## src/rtl/tat_pkg.sv

```systemverilog
package tat_pkg;

    parameter int unsigned TAT_BANKS = 4;
    parameter int unsigned TAT_DLY_W = 2;

    // Flags of one executing microcode word
    typedef struct packed {
        logic vld;
        logic last;
        logic gap;
    } word_flags_t;

    // Only a closing word that also asks for a gap arms the timer
    function automatic logic arms_gap(input word_flags_t f);
        return f.vld && f.last && f.gap;
    endfunction

endpackage

```

## src/rtl/tat_arm_decode.sv

```systemverilog
module tat_arm_decode
    import tat_pkg::*;
#(
    parameter int unsigned NBANK  = TAT_BANKS,
    parameter int unsigned DLY_W  = TAT_DLY_W,
    localparam int unsigned BANK_W = (NBANK > 1) ? $clog2(NBANK) : 1,
    localparam int unsigned CNT_W  = DLY_W + 1
) (
    input  word_flags_t         flags,
    input  logic [BANK_W-1:0]   bank,
    input  logic [DLY_W-1:0]    dly,
    output logic [NBANK-1:0]    load_vec,
    output logic [CNT_W-1:0]    load_val
);

    logic arm;

    always_comb begin
        arm      = arms_gap(flags);
        load_val = {1'b0, dly} + CNT_W'(1);
        for (int i = 0; i < NBANK; i++) begin
            load_vec[i] = arm && (bank == BANK_W'(i));
        end
    end

endmodule

```

## src/rtl/tat_bank_cnt.sv

```systemverilog
module tat_bank_cnt #(
    parameter int unsigned CNT_W = 3
) (
    input  logic             clk,
    input  logic             rst,
    input  logic             load,
    input  logic [CNT_W-1:0] load_val,
    output logic             busy
);

    logic [CNT_W-1:0] cnt_q;

    always_ff @(posedge clk) begin
        if (rst) begin
            cnt_q <= '0;
        end else if (load) begin
            cnt_q <= load_val;
        end else if (cnt_q != '0) begin
            cnt_q <= cnt_q - CNT_W'(1);
        end
    end

    assign busy = (cnt_q != '0);

endmodule

```

## src/rtl/tat_start_gate.sv

```systemverilog
module tat_start_gate #(
    parameter int unsigned NBANK  = 4,
    localparam int unsigned BANK_W = (NBANK > 1) ? $clog2(NBANK) : 1
) (
    input  logic              rq_vld,
    input  logic [BANK_W-1:0] rq_bank,
    input  logic [NBANK-1:0]  blocked,
    output logic              rq_go
);

    always_comb begin
        rq_go = 1'b0;
        for (int i = 0; i < NBANK; i++) begin
            if (rq_bank == BANK_W'(i)) begin
                rq_go = rq_vld && !blocked[i];
            end
        end
    end

endmodule

```

## src/rtl/bank_gap_timer.sv

```systemverilog
module bank_gap_timer
    import tat_pkg::*;
#(
    parameter int unsigned NBANK  = TAT_BANKS,
    parameter int unsigned DLY_W  = TAT_DLY_W,
    localparam int unsigned BANK_W = (NBANK > 1) ? $clog2(NBANK) : 1,
    localparam int unsigned CNT_W  = DLY_W + 1
) (
    input  logic              clk,
    input  logic              rst,
    input  logic [DLY_W-1:0]  dly_cfg,
    input  logic              wd_vld,
    input  logic              wd_last,
    input  logic              wd_gap,
    input  logic [BANK_W-1:0] wd_bank,
    input  logic              rq_vld,
    input  logic [BANK_W-1:0] rq_bank,
    output logic              rq_go,
    output logic [NBANK-1:0]  bank_blocked
);

    word_flags_t        flags;
    logic [NBANK-1:0]   load_vec;
    logic [CNT_W-1:0]   load_val;

    assign flags = '{vld: wd_vld, last: wd_last, gap: wd_gap};

    tat_arm_decode #(.NBANK(NBANK), .DLY_W(DLY_W)) i_decode (
        .flags    (flags),
        .bank     (wd_bank),
        .dly      (dly_cfg),
        .load_vec (load_vec),
        .load_val (load_val)
    );

    for (genvar g = 0; g < NBANK; g++) begin : g_bank
        tat_bank_cnt #(.CNT_W(CNT_W)) i_cnt (
            .clk      (clk),
            .rst      (rst),
            .load     (load_vec[g]),
            .load_val (load_val),
            .busy     (bank_blocked[g])
        );
    end

    tat_start_gate #(.NBANK(NBANK)) i_gate (
        .rq_vld  (rq_vld),
        .rq_bank (rq_bank),
        .blocked (bank_blocked),
        .rq_go   (rq_go)
    );

endmodule

```

## config.mk

```make
export PLATFORM = sky130hd
export DESIGN_NAME = bank_gap_timer
export DESIGN_NICKNAME = d
export VERILOG_FILES = /design/src/rtl/tat_pkg.sv /design/src/rtl/tat_arm_decode.sv /design/src/rtl/tat_bank_cnt.sv /design/src/rtl/tat_start_gate.sv /design/src/rtl/bank_gap_timer.sv
export SDC_FILE = /design/constraint.sdc
export NUM_CORES = 1
export LEC_CHECK = 0
export ABC_CLOCK_PERIOD_IN_PS = 1800
export BUFFER_PORTS_ARGS = -buffer_cell sky130_fd_sc_hd__buf_2
export CORE_MARGIN = 2
export CORE_UTILIZATION = 45
export DETAILED_ROUTE_END_ITERATION = 10
export PLACE_DENSITY = 0.78
export REMOVE_ABC_BUFFERS = 1
export SLEW_MARGIN = 20
export SYNTH_ARGS = -nofsm -noshare
export SYNTH_HDL_FRONTEND = slang
export SYNTH_SLANG_ARGS = --single-unit
```

## constraint.sdc

```tcl
create_clock -name clk -period 1.8 [get_ports clk]
set_input_delay 0.45 -clock clk [delete_from_list [all_inputs] [get_ports clk]]
set_output_delay 0.45 -clock clk [all_outputs]
set_load 0.02 [all_outputs]
```

==> impl_metrics.json <==
{
  "avgSynthCellArea_sq_um": 9.80,
  "status": "complete, but fails checks",
  "track_usage_pct": 17.1,
  "cts_buffer_depth": 2,
  "cts_tree": "yes",
  "period_minus_slack_ns": 2.03,
  "p_per_area_mw_per_mm2": 1890,
  "cts.clk_slew.worst_paths_ns": 0.07,
  "max_slew_margin_pct": 83.6,
  "finalWorstSetupSlack_ns": -0.227,
  "maxCapViolations": 0,
  "place_hpwl_mm": 1.32,
  "synth_seq_cells": 12,
  "clock_latency_ns": 0.26,
  "synth_edf_count": 0,
  "total_power_mw": 2.13,
  "grt_pass1_vias": 682,
  "coreArea_sq_mm": 0.00176,
  "die_area_sq_mm": 0.00228,
  "synth_seq_area_share_pct": 27.9,
  "instances_no_fill": 142,
  "synth_xor_area_share_pct": 4.06,
  "cts_root_buf": "clkbuf_4",
  "synthTopCellsByArea": "dfxtp_1, ha_1, mux2i_1, nand2b_4, nor2_1",
  "critPathKind": "reg2out",
  "syn_to_final_growth_pct": 30.5,
  "ys_top_cells_by_count": "nor2_1, dfxtp_1, ha_1",
  "ant_nets": 0,
  "synth-compound-area-share_pct": 6.82,
  "dp_cells": 135,
  "drc": 0,
  "synth_fa_ha_area_share_pct": 13.1,
  "largest-register": "g_bank.i_cnt.cnt_q",
  "finalCritPeriodShare_pct": 113,
  "yosysMostFrequentCell": "nor2_1",
  "rows": 15,
  "grt_max_degree": 13,
  "clock.fmax_mhz": 493,
  "synth.largest_area_cell": "dfxtp_1",
  "drt_pass1_iterations": 3,
  "fillers": 159,
  "drive_above_1_share_pct": 52.1,
  "max_stage_delay_ns": 0.45,
  "hp-class": "in2reg",
  "startpoint_type": "flop",
  "antenna_cells": 0,
  "synth_top_area_share_pct": 27.9,
  "ios": 17,
  "yosysUniqueCellTypes": 26,
  "grt-ovfl-total": 0,
  "grt_pass1_wl_mm": 2.70,
  "synth_area_sq_um": 862,
  "setup_viol": 1,
  "skew_ns": 0.000404,
  "reg_top3": "g_bank.i_cnt.cnt_q: 12 flops",
  "synthSimpleGateAreaFrac_pct": 22.6,
  "ys_warn_count": 0,
  "worstSetupEndpointType": "output pin",
  "synth_mux_area_share_pct": 17.6,
  "slew_violations": 0,
  "finalHoldViolCount": 0,
  "critical_path.cell_chain": "inv_2 -> ha_4 -> nand2b_4 -> mux4_2 -> nor2b_1 -> buf_4",
  "path_delay_family": "multiplexers",
  "largest_register_ff_count": 12,
  "antenna_found_initial": 0,
  "cp_data_arrival_time_ns": 1.58,
  "async_flop_share_pct": 0,
  "path_max_fanout": 2,
  "vias": 686,
  "htreeDepth": 1,
  "cts.sinks": 12,
  "synth_top_family_by_area": "simple AND/OR/NAND/NOR gates",
  "final_nets": 140,
  "path_buf_inv": 2,
  "initial_utilization_pct": 48.9,
  "die_y_um": 47.8,
  "worst-r2r-setup-slack_ns": 0.52,
  "dieWidth_um": 47.8,
  "avgRoutedWirePerCell_um": 12.7,
  "rsz0062_at_grt": "true",
  "vias_per_cell": 4.83,
  "worst_pin_slew_ns": 0.246,
  "violations": "setup timing",
  "gp_congestion": 0.686,
  "leakage_nw": 0.505,
  "ys.flop_type": "dfxtp_1",
  "required_ns": 1.35,
  "ir_drop_uv": 1210,
  "routed_wirelength_mm": 1.80,
  "cts_made_buffers": 3,
  "postSynthCellCount": 88,
  "crit_slowest_cell": "mux4_2",
  "portBuffers": 16,
  "drt_iter0_markers": 7
}
==> report_power, final <==
| group | internal, mW | total, mW | switching (mW) |
|---|---|---|---|
| Sequential | 0.384 | 0.458 | 0.0738 |
| Combinational | 0.848 | 1.51 | 0.662 |
| Clock | 0.0772 | 0.161 | 0.0843 |
| Total | 1.31 | 2.13 | 0.820 |
==> final cells by class <==
class	instances	area [sq um]	share of cell area, %
Multi-Input combinational cell	63	603	53.6
Sequential cell	12	243	21.6
Timing Repair Buffer	31	195	17.4
Clock buffer	3	22.5	2.00
Tap cell	25	31.3	2.78
Inverter	8	30.0	2.67
==> cell families (layout without fill, tap and decap cells) <==
group / after synthesis / after routing
compound gates: 8 / 8
xor+xnor: 4 / 4
fa+ha+maj: 9 / 9
buf+inv: 13 / 42
flops: 12 / 12
mux: 13 / 13
simple gates: 29 / 29
==> per-stage QoR <==
step	hold WS, ns	utilization, %	setup TNS [ns]	area [sq um]	worst slack, ns
3_5_place_dp	0.585	57.7	-0.0202	1020	-0.0202
6_report	0.496	63.8	-0.227	1120	-0.227
5_1_grt	0.505	63.8	-0.308	1120	-0.308
3_3_place_gp	0.571	57.7	0	1020	0.00415
2_1_floorplan	0.512	-	-0.120	823	-0.120
4_1_cts	0.488	63.2	-0.226	1110	-0.226
==> cell usage in the layout, fill, tap and decap left out <==
cell / netlist / final
nand4_1: 1 / 1
mux4_2: 1 / 1
nand3b_1: 1 / 1
buf_4: 4 / 16
nor3b_4: 1 / 1
ha_4: 0 / 4
a211oi_1: 2 / 2
a211o_1: 2 / 2
mux2i_1: 8 / 8
dfxtp_1: 12 / 10
a21oi_1: 2 / 2
inv_2: 0 / 8
buf_2: 0 / 15
ha_1: 9 / 5
clkbuf_4: 0 / 3
xnor2_1: 4 / 4
mux2_4: 1 / 1
mux2_2: 3 / 3
nand3_1: 1 / 1
nor2b_1: 1 / 1
nand2_1: 3 / 3
dfxtp_2: 0 / 2
nand2b_4: 4 / 4
and3_4: 1 / 1
a21oi_2: 1 / 1
nor2_1: 13 / 13
nand2b_1: 2 / 2
o211ai_1: 1 / 1
and3b_4: 1 / 1
==> final timing paths <==
path,startpoint,endpoint,cells past startpoint
worst min-delay path,rst,g_bank[2].i_cnt.cnt_q[1],2
worst max-delay path,g_bank[3].i_cnt.cnt_q[1],rq_go,6
worst max register to register,g_bank[3].i_cnt.cnt_q[1],g_bank[3].i_cnt.cnt_q[0],7
worst min register to register,g_bank[3].i_cnt.cnt_q[2],g_bank[3].i_cnt.cnt_q[2],2
==> routing by layer <==
metal  global-route usage, %  routed length (um)
met2                    33.3                 965
met1                    18.8                 758
met5                       0                   0
met4                    4.86                   0
met3                    2.26                  73
==> repair_timing <==
item	CTS	global route
setup endpoints to repair	1	1
pin swaps	3	1
resized for setup	17	2
hold buffers	0	0
endpoints found under the hold margin	0	0
buffers inserted	3	1
No activity file was read; power rests on OpenSTA's default activity.
